--- src/rtl/gbr_pkg.sv ---
package gbr_pkg;
   localparam int COND_W   = 3;
   localparam int IMM_W    = 6;
   localparam int MAX_XLEN = 64;

   localparam logic [COND_W-1:0] FLAG_NEG  = 3'b100;
   localparam logic [COND_W-1:0] FLAG_POS  = 3'b010;
   localparam logic [COND_W-1:0] FLAG_ZERO = 3'b001;

   function automatic bit is_pow2(input int v);
      return (v > 0) && ((v & (v - 1)) == 0);
   endfunction
endpackage

--- src/rtl/gbr_ctrl_sel.sv ---
module gbr_ctrl_sel
   import gbr_pkg::*;
#(
   parameter int XLEN = 64,
   parameter int KW   = $clog2(XLEN)
) (
   input  logic [XLEN-1:0]  ctl_reg,
   input  logic [IMM_W-1:0] ctl_imm,
   input  logic             use_imm,
   input  logic             word_mode,
   output logic [KW-1:0]    k
);
   logic [KW-1:0] raw;

   always_comb raw = use_imm ? ctl_imm[KW-1:0] : ctl_reg[KW-1:0];

   // the top control bit would cross the half boundary in word mode
   always_comb k = word_mode ? {1'b0, raw[KW-2:0]} : raw;

   logic unused_reg_hi;
   assign unused_reg_hi = ^ctl_reg[XLEN-1:KW];

   generate
      if (KW < IMM_W) begin : g_imm_trim
         logic unused_imm_hi;
         assign unused_imm_hi = ^ctl_imm[IMM_W-1:KW];
      end
   endgenerate
endmodule

--- src/rtl/gbr_stage.sv ---
module gbr_stage #(
   parameter int XLEN = 64,
   parameter int DIST = 1
) (
   input  logic [XLEN-1:0] din,
   input  logic            swap,
   output logic [XLEN-1:0] dout
);
   generate
      for (genvar i = 0; i < XLEN; i++) begin : g_bit
         localparam int PARTNER = i ^ DIST;
         assign dout[i] = swap ? din[PARTNER] : din[i];
      end
   endgenerate

   // a swap stage only moves bits, it never creates or drops ones
   always_comb begin
      assert_stage_popcount_R1: assert ($countones(dout) == $countones(din))
         else $error("stage %0d changed population count", DIST);
   end
endmodule

--- src/rtl/gbr_net.sv ---
module gbr_net #(
   parameter int XLEN = 64,
   parameter int KW   = $clog2(XLEN)
) (
   input  logic [XLEN-1:0] operand,
   input  logic [KW-1:0]   k,
   output logic [XLEN-1:0] permuted
);
   logic [XLEN-1:0] lvl [0:KW];

   assign lvl[0] = operand;

   generate
      for (genvar s = 0; s < KW; s++) begin : g_stage
         gbr_stage #(
            .XLEN (XLEN),
            .DIST (1 << s)
         ) u_stage (
            .din  (lvl[s]),
            .swap (k[s]),
            .dout (lvl[s+1])
         );
      end
   endgenerate

   assign permuted = lvl[KW];
endmodule

--- src/rtl/gbr_cond.sv ---
module gbr_cond
   import gbr_pkg::*;
#(
   parameter int XLEN = 64
) (
   input  logic [XLEN-1:0]   value,
   input  logic              rec_en,
   output logic              cond_wr,
   output logic [COND_W-1:0] cond_flags
);
   logic is_neg, is_zero;

   always_comb begin
      is_neg  = value[XLEN-1];
      is_zero = (value == '0);
      if (!rec_en)      cond_flags = '0;
      else if (is_neg)  cond_flags = FLAG_NEG;
      else if (is_zero) cond_flags = FLAG_ZERO;
      else              cond_flags = FLAG_POS;
   end

   assign cond_wr = rec_en;

   always_comb begin
      if (rec_en) begin
         assert_flags_onehot_R6: assert ($countones(cond_flags) == 1)
            else $error("condition summary not one-hot");
      end
   end
endmodule

--- src/rtl/gbr_permuter.sv ---
module gbr_permuter
   import gbr_pkg::*;
#(
   parameter int XLEN = 64
) (
   input  logic [XLEN-1:0]   src,
   input  logic [XLEN-1:0]   ctl_reg,
   input  logic [IMM_W-1:0]  ctl_imm,
   input  logic              use_imm,
   input  logic              word_mode,
   input  logic              rec_en,
   output logic [XLEN-1:0]   result,
   output logic              cond_wr,
   output logic [COND_W-1:0] cond_flags
);
   localparam int KW   = $clog2(XLEN);
   localparam int HALF = XLEN / 2;

   generate
      if (!is_pow2(XLEN)) begin : g_bad_pow2
         $error("XLEN must be a power of two");
      end
      if (XLEN < 4 || XLEN > MAX_XLEN) begin : g_bad_range
         $error("XLEN must lie between 4 and %0d", MAX_XLEN);
      end
   endgenerate

   logic [KW-1:0]   k;
   logic [XLEN-1:0] operand;
   logic [XLEN-1:0] permuted;

   gbr_ctrl_sel #(
      .XLEN (XLEN),
      .KW   (KW)
   ) u_ctrl (
      .ctl_reg   (ctl_reg),
      .ctl_imm   (ctl_imm),
      .use_imm   (use_imm),
      .word_mode (word_mode),
      .k         (k)
   );

   always_comb operand = word_mode ? {{HALF{1'b0}}, src[HALF-1:0]} : src;

   gbr_net #(
      .XLEN (XLEN),
      .KW   (KW)
   ) u_net (
      .operand  (operand),
      .k        (k),
      .permuted (permuted)
   );

   always_comb result = word_mode ? {{HALF{1'b0}}, permuted[HALF-1:0]} : permuted;

   gbr_cond #(
      .XLEN (XLEN)
   ) u_cond (
      .value      (result),
      .rec_en     (rec_en),
      .cond_wr    (cond_wr),
      .cond_flags (cond_flags)
   );

   always_comb begin
      if (word_mode) begin
         assert_word_upper_zero_R5: assert (result[XLEN-1:HALF] == '0)
            else $error("word mode left upper half non-zero");
      end
      if (k == '0) begin
         assert_identity_R8: assert (result == operand)
            else $error("zero control did not pass operand through");
      end
   end
endmodule

--- config.mk ---
export PLATFORM = sky130hd
export DESIGN_NAME = gbr_permuter
export DESIGN_NICKNAME = d
export VERILOG_FILES = /design/src/rtl/gbr_pkg.sv /design/src/rtl/gbr_ctrl_sel.sv /design/src/rtl/gbr_stage.sv /design/src/rtl/gbr_net.sv /design/src/rtl/gbr_cond.sv /design/src/rtl/gbr_permuter.sv
export SDC_FILE = /design/constraint.sdc
export NUM_CORES = 1
export LEC_CHECK = 0
export ABC_AREA = 1
export BUFFER_PORTS_ARGS = -buffer_cell sky130_fd_sc_hd__buf_4
export CORE_ASPECT_RATIO = 1.25
export CORE_MARGIN = 2
export CORE_UTILIZATION = 30
export DETAILED_ROUTE_END_ITERATION = 10
export SLEW_MARGIN = 15
export SYNTH_ARGS = -nofsm -noshare
export SYNTH_HDL_FRONTEND = slang
export SYNTH_SLANG_ARGS = --single-unit
--- constraint.sdc ---
create_clock -name vclk -period 4.2
set_input_delay 0.21 -clock vclk [all_inputs]
set_output_delay 0.21 -clock vclk [all_outputs]
set_load 0.005 [all_outputs]
==> results.toml <==
[run_status]
status = "completed"

[timing]
slew_headroom = 0.3142
report.final.slew_viol_count = 0
max_freq_mhz = 280.1
setup_violations = 0
hold_viol_final = 0
min_period_ns = 3.570
rsz0062_at_grt = "no"
timing.setup.tns_ns = 0
finalCritPeriodShare = 0.8500
tightest_slew_ns = 1.029

[global_routing]
grt_max_degree = 96
grt_first_pass_wirelength_um = 61140
grt_util_met3 = 0.02956
grt_use_met2 = 0.4444
grt_overflow_total = 0
grtUsageMet1 = 0.3879
grt_pass1_vias = 10770
global_route.peak_usage_layer = "met2"
track_usage = 0.2821
grt_antenna_before_repair = 0

[setup_path]
critical_path_required_ns = 3.99
crit_chain = "buf_4 > inv_4 > nand2_2 > nand2_2 > buf_12 > nand2_1 > nand3_1 > nand3_1 > nand3_1 > nand3_1 > nand3_1 > nand2_1 > inv_1 > nand2_1 > nor2_1 > nand2_1 > nor2_1 > nand2_1 > nor2_1 > nor2_1 > buf_4"
cpPeakStageDelay_ns = 0.32
critPathLaunchType = "primary input"
path_class = "in -> out"
path_buf_inv = 5
cp_top_family = "simple AND/OR/NAND/NOR gates"
worst_setup_path_end_kind = "primary output"
cp_slowest_cell = "nand2_2"
arrival_ns = 3.36
worstPathMaxFanout = 67

[synth]
syn_nets = 1887
yosys.area.top_type = "nand3_1"
syn-cell-area_mm2 = 0.007898
synth_warnings = 0
synth_cell_types = 21
yosysSeqAreaShare = 0
postSynthCellCount = 1750
synth.most_common_cell = "nand3_1"
yosys-top-cells-count = "889 x nand3_1, 554 x nand2_1, 93 x inv_1"
avgSynthCellArea_um2 = 4.513
synth.top_cell.area_share = 0.5634
synthTopCellsByArea = "nand3_1 56%, nand2_1 26%, inv_1 4.4%"

[detailed_routing]
viasPerCell = 5.911
via_count = 12660
drtPass1Iterations = 6
drtAntennaViolNets = 0
drt-initial-drc-count = 1800
wl_per_cell_um = 19.16
drcViolationCount = 0
totalWireLength_um = 41020

[hold_path]
min_to = "cond_wr"
min_from = "rec_en"
holdCritPathClass = "in -> out"
min_path_cells = 2

[pwr]
pwr-share-seq = 0
switching_share = 0.6617
irDropWorstVdd_v = 0.00009278
leakage_nw = 4.983
netSwitchingPower_mw = 1.339
p_comb_frac = 1.000
power_density_mw_per_mm2 = 219.5
internal_power_mw = 0.6846
p_clk_frac = 0

[floorplanning]
die_w_um = 149.1
start_util = 0.3046
row_count = 66
fp.dieH_um = 185.4
die_area_mm2 = 0.02765
coreArea_mm2 = 0.02593
io_pins = 205

[placed_design]
place.gp.congestion = 1.041
placed_cell_area_mm2 = 0.009219
port_buffers = 147
dp_hpwl_um = 32650

[cts]
postCtsSetupBuffers = 0
post_cts_resized = 0
cts_hold_buffers = 0

[flow_run]
drv_cap = 0

[layout]
design_area_mm2 = 0.009219
drive_gt1_frac = 0.1094
regArea_um2 = 0
num-nets-final = 1940
n_antenna_cell = 0
n_sequential_cell = 0
clock_buffers = 0
syn_to_final_growth_pct = 16.73
## layout by cell type (no fill, tap or decap)
cell type  instances
clkinv_1           1
o21ai_4            5
inv_1             93
buf_4            169
o21ai_0            2
nand3b_1           3
nand2_1          553
inv_2              7
nand3_1          889
nor3_2             1
nand4_1            3
inv_4              1
or2_1              3
nor2_1            57
buf_12            11
nand2_2            3
## stage by stage
stage          utilization  std cells  power [mW]  hold slack (ns)  worst slack, ns
6_report            0.3555       2141       2.023           0.6037           0.6300
5_1_grt             0.3555       2141       2.206           0.6106           0.3323
4_1_cts             0.3555       2141       1.977           0.6048           0.7287
3_5_place_dp        0.3555       2141       1.968           0.6038           0.7616
3_3_place_gp        0.3555       2141       1.953           0.6039           0.7745
2_1_floorplan            -       1750       1.243           0.4907            1.941
## routing by layer
layer	up-vias	routed length (µm)
met2	754	17760
met5	-	0
met1	5755	17210
met3	96	3910
li1	6051	-
met4	0	2138
## power groups by stage
stage | Combinational, mW | Clock, mW | Sequential (mW)
2_1_floorplan | 1.24 | 0 | 0
3_5_place_dp | 1.97 | 0 | 0
4_1_cts | 1.98 | 0 | 0
6_report | 2.02 | 0 | 0
3_3_place_gp | 1.95 | 0 | 0
5_1_grt | 2.21 | 0 | 0
## logic make-up (layout without fill, tap and decap cells)
kind of cell,after synthesis,in the layout,share of synthesized area
AOI/OAI and AO/OA,7,7,0.007288
buffers and inverters,231,282,0.1291
and+or+nand+nor,1512,1512,0.8636
## final cells by class
class | count | area, µm²
fill | 3106 | 16710
inverter | 102 | 385.4
multi-input combinational | 1519 | 6919
tap | 340 | 425.4
timing repair buffer | 180 | 1489
## worst max-delay path by stage
stage	start	slack, ns	cells after the start	to
2_1_floorplan	use_imm	1.94	20	cond_flags[0]
3_3_place_gp	use_imm	0.77	21	cond_flags[1]
3_5_place_dp	use_imm	0.76	21	cond_flags[0]
4_1_cts	use_imm	0.73	21	cond_flags[0]
5_1_grt	use_imm	0.33	22	cond_flags[0]
6_report	use_imm	0.63	21	cond_flags[1]
(Power assumes the default switching activity.)
